File: src/rtl/grd_pkg.sv
package grd_pkg;

  // Meaning of the leading bit of every code.
  typedef enum logic {
    PATH_RAW    = 1'b0,
    PATH_PACKED = 1'b1
  } grd_path_e;

endpackage

File: src/rtl/grd_rst_sync.sv
module grd_rst_sync (
  input  logic clk,
  input  logic rst_n,
  output logic rst_ok
);

  logic [1:0] stage_q;

  always_ff @(posedge clk or negedge rst_n) begin
    if (!rst_n) begin
      stage_q <= 2'b00;
    end else begin
      stage_q <= {stage_q[0], 1'b1};
    end
  end

  assign rst_ok = stage_q[1];

endmodule

File: src/rtl/grd_parse.sv
module grd_parse
  import grd_pkg::*;
#(
  parameter int L   = 16,
  parameter int K   = 4,
  parameter int BUF = 33,
  parameter int CW  = 6
) (
  input  logic [BUF-1:0] bits,
  input  logic [CW-1:0]  cnt,
  output logic           ok,
  output logic           err,
  output logic [CW-1:0]  len,
  output logic [L-1:0]   word
);

  localparam int QMAX    = L - K;
  localparam int QW      = $clog2(QMAX + 1);
  localparam int CODEMAX = L + 2;

  logic          stop;
  logic          found;
  logic [QW-1:0] qv;
  logic [K-1:0]  rem;

  always_comb begin
    ok    = 1'b0;
    err   = 1'b0;
    len   = '0;
    word  = '0;
    stop  = 1'b0;
    found = 1'b0;
    qv    = '0;
    rem   = bits[1 +: K];
    if (cnt != '0) begin
      if (bits[0] == PATH_RAW) begin
        len  = CW'(CODEMAX);
        word = bits[1 +: L];
        ok   = (int'(cnt) >= CODEMAX);
      end else begin
        for (int j = 0; j <= QMAX; j++) begin
          if (!stop) begin
            if (int'(cnt) <= 1 + K + j) begin
              stop = 1'b1;
            end else if (!bits[1 + K + j]) begin
              stop  = 1'b1;
              found = 1'b1;
              qv    = QW'(j);
            end
          end
        end
        if (found) begin
          ok            = 1'b1;
          len           = CW'(K + 2) + CW'(qv);
          word[K-1:0]   = rem;
          word[K +: QW] = qv;
        end else if (!stop) begin
          ok  = 1'b1;
          err = 1'b1;
          len = CW'(CODEMAX);
        end
      end
    end
  end

endmodule

File: src/rtl/grd_bitbuf.sv
module grd_bitbuf #(
  parameter int W   = 16,
  parameter int BUF = 33,
  parameter int CW  = 6
) (
  input  logic           clk,
  input  logic           rst_n,
  input  logic           take,
  input  logic [W-1:0]   in_word,
  input  logic [CW-1:0]  drop_len,
  input  logic           flush,
  output logic [BUF-1:0] bits,
  output logic [CW-1:0]  cnt
);

  logic [BUF-1:0] bits_q, bits_d;
  logic [CW-1:0]  cnt_q, cnt_d;
  logic           en;

  always_comb begin
    bits_d = bits_q >> drop_len;
    cnt_d  = cnt_q - drop_len;
    if (flush) begin
      bits_d = '0;
      cnt_d  = '0;
    end
    if (take) begin
      bits_d = bits_d | (BUF'(in_word) << cnt_d);
      cnt_d  = cnt_d + CW'(W);
    end
    en = take | flush | (drop_len != '0);
  end

  always_ff @(posedge clk or negedge rst_n) begin
    if (!rst_n) begin
      bits_q <= '0;
      cnt_q  <= '0;
    end else if (en) begin
      bits_q <= bits_d;
      cnt_q  <= cnt_d;
    end
  end

  assign bits = bits_q;
  assign cnt  = cnt_q;

endmodule

File: src/rtl/grd_outreg.sv
module grd_outreg #(
  parameter int L = 16
) (
  input  logic         clk,
  input  logic         rst_n,
  input  logic         load,
  input  logic [L-1:0] ld_word,
  input  logic         ld_last,
  input  logic         ld_err,
  input  logic         out_ready,
  output logic         free,
  output logic         out_valid,
  output logic [L-1:0] out_data,
  output logic         out_last,
  output logic         out_err
);

  logic         valid_q, valid_d;
  logic [L-1:0] data_q;
  logic         last_q, err_q;

  always_comb begin
    free    = !valid_q || out_ready;
    valid_d = load ? 1'b1 : (valid_q && !out_ready);
  end

  always_ff @(posedge clk or negedge rst_n) begin
    if (!rst_n) begin
      valid_q <= 1'b0;
    end else begin
      valid_q <= valid_d;
    end
  end

  always_ff @(posedge clk or negedge rst_n) begin
    if (!rst_n) begin
      data_q <= '0;
      last_q <= 1'b0;
      err_q  <= 1'b0;
    end else if (load) begin
      data_q <= ld_word;
      last_q <= ld_last;
      err_q  <= ld_err;
    end
  end

  assign out_valid = valid_q;
  assign out_data  = data_q;
  assign out_last  = last_q;
  assign out_err   = err_q;

endmodule

File: src/rtl/grd_decoder.sv
module grd_decoder #(
  parameter int L = 16,
  parameter int K = 4,
  parameter int W = 16
) (
  input  logic         clk,
  input  logic         rst_n,
  input  logic         in_valid,
  output logic         in_ready,
  input  logic [W-1:0] in_data,
  input  logic         in_last,
  output logic         out_valid,
  input  logic         out_ready,
  output logic [L-1:0] out_data,
  output logic         out_last,
  output logic         out_err
);

  localparam int CODEMAX = L + 2;
  localparam int BUF     = W + CODEMAX - 1;
  localparam int CW      = $clog2(BUF + 1);

  logic           rst_ok;
  logic [BUF-1:0] buf_bits;
  logic [CW-1:0]  buf_cnt;
  logic           ok_a, err_a;
  logic [CW-1:0]  len_a;
  logic [L-1:0]   word_a;
  logic [BUF-1:0] rest_bits;
  logic [CW-1:0]  rest_cnt;
  logic           ok_b;
  logic           unused_err_b;
  logic [CW-1:0]  unused_len_b;
  logic [L-1:0]   unused_word_b;
  logic           out_free;
  logic           fire, final_code, flush, take;
  logic [CW-1:0]  drop_len;
  logic           last_seen, last_seen_d;

  grd_rst_sync u_rst (
    .clk    (clk),
    .rst_n  (rst_n),
    .rst_ok (rst_ok)
  );

  grd_bitbuf #(.W(W), .BUF(BUF), .CW(CW)) u_buf (
    .clk      (clk),
    .rst_n    (rst_n),
    .take     (take),
    .in_word  (in_data),
    .drop_len (drop_len),
    .flush    (flush),
    .bits     (buf_bits),
    .cnt      (buf_cnt)
  );

  grd_parse #(.L(L), .K(K), .BUF(BUF), .CW(CW)) u_head (
    .bits (buf_bits),
    .cnt  (buf_cnt),
    .ok   (ok_a),
    .err  (err_a),
    .len  (len_a),
    .word (word_a)
  );

  assign rest_bits = buf_bits >> len_a;
  assign rest_cnt  = buf_cnt - len_a;

  grd_parse #(.L(L), .K(K), .BUF(BUF), .CW(CW)) u_next (
    .bits (rest_bits),
    .cnt  (rest_cnt),
    .ok   (ok_b),
    .err  (unused_err_b),
    .len  (unused_len_b),
    .word (unused_word_b)
  );

  always_comb begin
    fire        = ok_a && out_free;
    final_code  = last_seen && !ok_b;
    flush       = last_seen && ((fire && final_code) || !ok_a);
    drop_len    = fire ? len_a : '0;
    in_ready    = rst_ok && !last_seen && (int'(buf_cnt) <= BUF - W);
    take        = in_valid && in_ready;
    last_seen_d = last_seen;
    if (take && in_last) begin
      last_seen_d = 1'b1;
    end else if (flush) begin
      last_seen_d = 1'b0;
    end
  end

  always_ff @(posedge clk or negedge rst_n) begin
    if (!rst_n) begin
      last_seen <= 1'b0;
    end else begin
      last_seen <= last_seen_d;
    end
  end

  grd_outreg #(.L(L)) u_out (
    .clk       (clk),
    .rst_n     (rst_n),
    .load      (fire),
    .ld_word   (word_a),
    .ld_last   (final_code),
    .ld_err    (err_a),
    .out_ready (out_ready),
    .free      (out_free),
    .out_valid (out_valid),
    .out_data  (out_data),
    .out_last  (out_last),
    .out_err   (out_err)
  );

endmodule

File: config.mk
export PLATFORM = sky130hd
export DESIGN_NAME = grd_decoder
export DESIGN_NICKNAME = d
export VERILOG_FILES = /design/src/rtl/grd_pkg.sv /design/src/rtl/grd_rst_sync.sv /design/src/rtl/grd_parse.sv /design/src/rtl/grd_bitbuf.sv /design/src/rtl/grd_outreg.sv /design/src/rtl/grd_decoder.sv
export SDC_FILE = /design/constraint.sdc
export NUM_CORES = 1
export LEC_CHECK = 0
export ABC_AREA = 0
export BUFFER_PORTS_ARGS = -buffer_cell sky130_fd_sc_hd__buf_4
export CORE_MARGIN = 1.5
export CORE_UTILIZATION = 50
export DETAILED_ROUTE_END_ITERATION = 10
export PLACE_DENSITY = 0.76
export SETUP_SLACK_MARGIN = 0.05
export SLEW_MARGIN = 0
export SYNTH_ARGS = -nofsm -noshare
export SYNTH_HDL_FRONTEND = slang
export SYNTH_SLANG_ARGS = --single-unit
File: constraint.sdc
create_clock -name clk -period 7.6 [get_ports clk]
set_clock_uncertainty 0.05 [all_clocks]
set_input_delay 1.14 -clock clk [delete_from_list [all_inputs] [get_ports clk]]
set_output_delay 1.14 -clock clk [all_outputs]
set_load 0.02 [all_outputs]
==> results of run 1 <==
worst max-delay path: cells and delay by family, from the launching register on:
kind	cells	cell delay (ns)
AO/OA/AOI/OAI	13	3.52
AND/OR/NAND/NOR	9	1.64
flip-flops	1	0.66
multiplexers	1	0.29
adder cells (fa/ha/maj)	1	0.28
buffers and inverters	2	0.28
XOR/XNOR	1	0.24
sequential cells by signal (all words and copies together), names as in the netlist:
name             count
u_buf.bits          33
last_seen            1
u_out.out_data      16
u_out.out_err        1
u_out.out_last       1
u_buf.cnt            6
u_rst.stage_q        2
u_out.out_valid      1
how the worst max path moves through the flow:
stage	from	endpoint	slack (ns)	cells after the start
after floorplan	u_buf.cnt[1]	u_buf.bits[22]	1.24	33
after global placement	u_buf.cnt[2]	u_buf.bits[16]	0.64	27
after detailed placement	u_buf.cnt[5]	u_buf.bits[16]	0.68	27
after CTS	u_buf.cnt[5]	u_buf.bits[16]	0.65	27
after global routing	u_buf.cnt[5]	u_buf.bits[20]	0.12	27
final	u_buf.cnt[5]	u_buf.bits[28]	0.51	27
cells in the mapped netlist (12+ instances only):
cell,n
sky130_fd_sc_hd__nor2_1,88
sky130_fd_sc_hd__o211ai_1,27
sky130_fd_sc_hd__mux2_2,12
sky130_fd_sc_hd__nand2_1,205
sky130_fd_sc_hd__o21ai_0,68
sky130_fd_sc_hd__o21ai_1,14
sky130_fd_sc_hd__nand3_1,40
sky130_fd_sc_hd__o22ai_1,15
sky130_fd_sc_hd__dfrtp_1,61
sky130_fd_sc_hd__buf_2,19
sky130_fd_sc_hd__a21oi_1,66
sky130_fd_sc_hd__nor3_1,25
sky130_fd_sc_hd__mux2i_1,110
sky130_fd_sc_hd__inv_1,21
sky130_fd_sc_hd__a31oi_1,20
sky130_fd_sc_hd__a211oi_1,14
sky130_fd_sc_hd__clkbuf_1,46
sky130_fd_sc_hd__a21o_1,20
area by class of cell:
cell class / instances / area [um^2] / area share (%)
Sequential cell: 61 / 1530 / 17.6
Inverter: 29 / 109 / 1.25
Timing Repair Buffer: 77 / 578 / 6.65
Tap cell: 211 / 264 / 3.04
Clock buffer: 12 / 267 / 3.06
Clock inverter: 3 / 67.6 / 0.777
Multi-Input combinational cell: 925 / 5880 / 67.7
layout by cell type, fill, tap and decap left out, drive strengths merged, types with 14 or more instances in the layout:
cell | netlist | final
o22ai | 15 | 15
dfrtp | 61 | 61
o21ai | 84 | 84
o211ai | 28 | 28
a21oi | 67 | 67
nor2 | 93 | 93
mux2i | 110 | 110
inv | 26 | 26
nor3 | 28 | 28
buf | 39 | 77
nand2 | 205 | 205
a31oi | 20 | 20
a211oi | 14 | 14
mux2 | 15 | 15
nand3 | 40 | 40
a21o | 20 | 20
per-layer routing:
metal | up-vias | share of wire [%] | track usage [%] | routed length (um)
met3 | 97 | 8.7 | 5.53 | 2550
met5 | - | 0 | 0 | 0
met2 | 569 | 46 | 56.9 | 13400
met1 | 4213 | 41 | 46.4 | 12000
li1 | 4059 | - | - | -
met4 | 0 | 4.3 | 15.0 | 1260
cells by family (layout without fill, tap and decap cells):
kind of cell    after synthesis  in the layout
fa+ha+maj                    13             13
simple gates                428            428
buf+inv                     115            121
mux                         125            125
compound gates              346            346
other cells                   1              1
flops                        61             61
xor+xnor                     12             12
stage by stage:
step                      std cells  setup WS [ns]  area, um^2  utilization (%)
after floorplan                1101           1.24        7960                -
after global placement         1303          0.639        8360             54.4
after detailed placement       1303          0.680        8360             54.4
after CTS                      1318          0.650        8700             56.6
after global routing           1318          0.121        8700             56.6
final                          1318          0.506        8700             56.6
==> results.txt, run 1 <==
The number of flip-flops and latches in the synthesized netlist came out at 61. The number of sinks on the clock net is 61. The clock edge transition at the registers on the reported setup and hold paths came out at 0.06 ns. In the synthesized netlist, the number of instances is 1101. CTS placed an instance of sky130_fd_sc_hd__clkbuf_16 at the clock tree root.

The final worst-path cycle share is 93.3%. The number of cells on the worst hold path is 0. The antenna cell count is 0. The remaining global-route overflow came out at 0. The number of global-route vias before repair was 8092. The adder-cell area share of the yosys netlist came out at 2.23%. The simple-gate portion of the synthesized area is 24.3%. The worst path needs 7.09 ns of the cycle, external delays included. Across all layers, the routed design uses 8938 vias. Summed over its instances, the top area cell type makes up 19.2% of the synthesized netlist area.

During placement, the flow inserted port buffers numbering 40. Compared with the post-synthesis result, the final layout area differs by 9.31%. Averaged over all synthesized cells, the footprint is 7.23 um^2. The largest family of logic cells by synthesized area is compound AO/OA/AOI/OAI gates. The count of final hold-check violations is 0. The full die area came out at 16700 um^2. The path with the worst hold slack has its endpoint at u_rst.stage_q[1]. The overall routed net length is 29.3 mm.

The number of placement rows came out at 45. In this run the most critical hold path is launched from u_rst.stage_q[0]. The count of cells resized by post-cts repair is 0. The remaining routing DRC violations is 0.

The synthesized netlist devotes 30.1% of its cell area to compound gates. The register-to-register setup slack is 0.51 ns. Yosys printed 0 warnings. The number of nets at the end of the flow came out at 1137. The parity-gate share of the synthesized area counting xor and xnor cells came out at 1.32%. In this run the worst hold path is classified as register to register. The class of the most critical setup path is register to register. The most used flip-flop cell after synthesis is sky130_fd_sc_hd__dfrtp_1. The sequential cell area fraction in the yosys report is 19.2%. For the worst setup path, the data required time is 7.79 ns.

At the end of routability-driven placement, the weighted congestion stood at 1.03. The depth of the CTS H-tree is 3. The TritonCTS clock tree is yes. In this run the critical register-to-register path is launched from u_buf.cnt[5]. The worst setup path is captured at a register. The share of flip-flops with an asynchronous set or reset came out at 100%. The number of antenna violations at the first check in global routing came out at 0.

The die is 129 um tall. The fraction of layout instances using a drive strength above 1 came out at 12.6%. Entering global routing, the biggest net connects 62 pins. The critical path's slowest cell is sky130_fd_sc_hd__dfrtp_1. Post-CTS timing repair inserted 0 buffers for setup.

The maximum fanout along the worst path came out at 14. Data on the critical path arrives at its endpoint at 7.28 ns. Setup repair after global routing left no endpoint under its margin. The violation count after the first detailed-routing iteration is 1362. The vias per cell came out at 6.78. The final setup violation count came out at 0. For the pin with the worst max-slew slack, the measured transition is 0.875 ns. The setup TNS is 0 ns. Hold is met by 0.302 ns. The count of flip-flops with a built-in enable after synthesis came out at 0. Yosys mapped the design onto 96 distinct sky130hd cell types. The cell occurring most often along the worst timing path is sky130_fd_sc_hd__o21ai_0.

After detailed routing, the average wire length per cell comes to 22.2 um. Synthesis produced a netlist with a net count of 1135. Global routing used 35.1% of the available tracks. The remaining max-slew budget at the tightest pin is 41.5%. The cell taking the most area after synthesis is sky130_fd_sc_hd__dfrtp_1.

The critical path's largest stage delay is 0.66 ns. The final count of pins violating max slew came out at 0. The run finished with clean final reports. The core region is 15400 um^2.

The clock reaches the later pin of the worst-skew pair after 0.33 ns. Yosys attributes the largest share of cell area to sky130_fd_sc_hd__dfrtp_1, sky130_fd_sc_hd__mux2i_1, sky130_fd_sc_hd__nand2_1. The multiplexer share of the synthesized area is 16.0%. The top achievable clock speed is 141 MHz. The post-cts hold buffer count is 0. The max-cap violation count came out at 0. STA classifies the critical path startpoint as a register. The chip width is 129 um. The clock tree buffer depth came out at 2. TritonCTS created 9 clock buffers.

Once detail routing completed, the nets flagged for antenna violations numbered 0. The initial cell density of the core is 51.8%. The post-synthesis instance area came out at 7960 um^2. The end of the worst register-to-register path is u_buf.bits[28]. The filler cell count in the final layout came out at 1477. The number of detailed-routing iterations run before antenna repair came out at 6. The global-route wire length before repair is 45.1 mm. 41 I/O pins were placed. The depth of the most critical reg-to-reg path is 27. The detailed-placement wirelength estimate came out at 22.1 mm.
Power of run 1 is left out: the tool's default activity adds up to more than one toggle a clock period on the data nets, which glitch-free logic cannot reach.
==> run 2, diff against run 1 <==
--- a/config.mk
+++ b/config.mk
@@ -11,6 +11,7 @@
 export CORE_UTILIZATION = 50
 export DETAILED_ROUTE_END_ITERATION = 10
 export PLACE_DENSITY = 0.76
+export RECOVER_POWER = 50
 export SETUP_SLACK_MARGIN = 0.05
 export SLEW_MARGIN = 0
 export SYNTH_ARGS = -nofsm -noshare
==> run 2 against run 1 <==
  * The flow now finishes with violations (max-capacitance violations, max-slew violations)
  * Non-clock buffer count stayed put
  * Hold slack better by 0.00077 ns
  * Fmax shrank 0.23%
  * Flip-flop and latch count did not move
  * Count of clock-buffer cells in the layout did not move
  * Routed wire length hardly changed
  * Final cell count stayed put
  * Die area did not move
==> results.txt, run 2 (synthesis gave the netlist of run 1 again) <==
The run finished, with violations left. The checks that failed: max-capacitance violations, max-slew violations. The clock network latency to the later pin of the worst-skew pair came out at 0.33 ns. TritonCTS built the clock tree. The number of flip-flops under the largest register name is 33. Before antenna repair, the detailed router went through 6 iterations. The smallest clock period supported by the final layout is computed as 7.11 ns.

The remaining global-route overflow came out at 0. CTS placed an instance of sky130_fd_sc_hd__clkbuf_16 at the clock tree root. In the layout the commonest cells are sky130_fd_sc_hd__nand2_1, sky130_fd_sc_hd__mux2i_1, sky130_fd_sc_hd__nor2_1. The overall routed net length is 29.3 mm. The slowest stage of the critical path belongs to the cell sky130_fd_sc_hd__dfrtp_1.

The fraction of layout instances using a drive strength above 1 came out at 11.8%. On the critical path the largest part of the delay comes from compound AO/OA/AOI/OAI gates. The longest clock path from root to sink contains 2 buffers. The repair_antennas step left the layout with diodes totalling 0.

The max-cap violation count came out at 1. The violation count after the first detailed-routing iteration came out at 1362. The setup TNS came out at 0 ns.

Setup repair after global routing left no endpoint under its margin. The type of the most critical hold path is register to register. The vias per cell is 6.78. The pre-CTS worst setup slack came out at 0.680 ns.

After clock tree synthesis, the flow added hold-fix buffers numbering 0. The final count of pins violating max slew came out at 62. The number of nets at the end of the flow came out at 1137. The full die area came out at 16700 um^2. Of all nets on the critical path, the largest fanout is 14.

The most common cell after layout, fill and taps aside is sky130_fd_sc_hd__nand2_1. The count of buffering cells on the critical path with inverters included is 2. The filler cell count in the final layout came out at 1488.

From bottom edge to top edge, the die measures 129 um. STA classifies the critical path startpoint as a register. After clock tree synthesis, the clock-pin slew on the worst setup and hold paths is 0.06 ns.

For the pin with the worst max-slew slack, the measured transition is 3.33 ns. The number of clock buffers inserted by TritonCTS is 9. The wire length per cell came out at 22.2 um. Port buffering added 40 buffers.

The number of global-route vias before repair came to 8092. The depth of the CTS H-tree is 3. Setup violations remaining at the end of the flow were counted as 0.

The count of final hold-check violations came out at 0. The worst setup path is captured at a register. Across every metal layer, demand over resource in global routing totals 35.1%. The remaining max-slew budget at the tightest pin came out at -122%. The congestion estimate from routability-driven global placement came to 1.03.

Pin placement for this block handled 41 I/O pins. The chip width came out at 129 um. The area of the core came out at 15400 um^2. The final worst-path cycle share came out at 93.6%. The remaining routing DRC violations came out at 0. The worst setup margin came out at 0.489 ns. The number of sinks on the clock net is 61. Summing over every cut layer, the via total after detailed routing is 8931. The number of setup buffers added after CTS came out at 0. For this run, the slowest stage of the critical path takes 0.66 ns. By instance count, the cell type seen most on the critical path is sky130_fd_sc_hd__o21ai_0.

The initial cell density of the core is 51.8%. The top achievable clock speed is 141 MHz. The data arrival time of the critical path came out at 7.29 ns.

For the worst setup path, the data required time is 7.78 ns. The detailed-placement wirelength estimate came out at 22.1 mm. The maximum number of pins on one net before global-route repair came out at 62. The critical path is of the register to register type.

The remaining antenna violation count is 0. The number of antenna violations at the first check in global routing is 0. The number of gates resized after CTS was 0.

The global-route wire length before repair is 45.1 mm. In this run the core area contains 45 standard-cell rows. The layout-stage area growth over the synthesis result is 8.89%.
## run 2: per-stage QoR
stage	utilization [%]	cell area (um^2)	std cells	hold WS (ns)
global route	56.4	8660	1318	0.320
CTS	56.6	8700	1318	0.303
detailed placement	54.4	8360	1303	0.287
finish	56.4	8660	1318	0.303
global placement	54.4	8360	1303	0.284
floorplan	-	7960	1101	0.281
## run 2: layer usage
| metal | share of wire (%) | vias to the layer above | GRT usage [%] |
|---|---|---|---|
| li1 | - | 4062 | - |
| met2 | 46 | 593 | 56.9 |
| met1 | 41 | 4174 | 46.4 |
| met4 | 4.3 | 0 | 15.0 |
| met3 | 8.8 | 102 | 5.53 |
| met5 | 0 | - | 0 |
## run 2: path summary, 6_finish.rpt
check / start / to / slack, ns / cells after the start
worst max register to register: u_buf.cnt[5] / u_buf.bits[28] / 0.49 / 27
max in group asynchronous: rst_n / u_buf.bits[26] / 3.74 / 1
min in group asynchronous: rst_n / u_out.out_data[12] / 1.86 / 1
worst min register to register: u_rst.stage_q[0] / u_rst.stage_q[1] / 0.30 / 0
worst max-delay path: u_buf.cnt[5] / u_buf.bits[28] / 0.49 / 27
worst min-delay path: u_rst.stage_q[0] / u_rst.stage_q[1] / 0.30 / 0
## run 2: layout make-up
type                    instances  area, um^2  area share, %
clock buffers                  12         267           3.08
clock inverters                 3        67.6          0.780
inverters                      29         109           1.26
multi-input cells             925        5880           67.9
flip-flops and latches         61        1530           17.6
well taps                     211         264           3.05
repair buffers                 77         544           6.28
## run 2: worst register-to-register path: cells and delay by family (launching register included)
family | cells | cell delay (ns)
AOI/OAI and AO/OA | 13 | 3.55
xor gates and xnor gates | 1 | 0.24
adders and majority gates | 1 | 0.28
buffers and inverters | 2 | 0.29
DFF | 1 | 0.66
muxes | 1 | 0.29
and+or+nand+nor | 9 | 1.65
Power of run 2 is left out for the same reason.
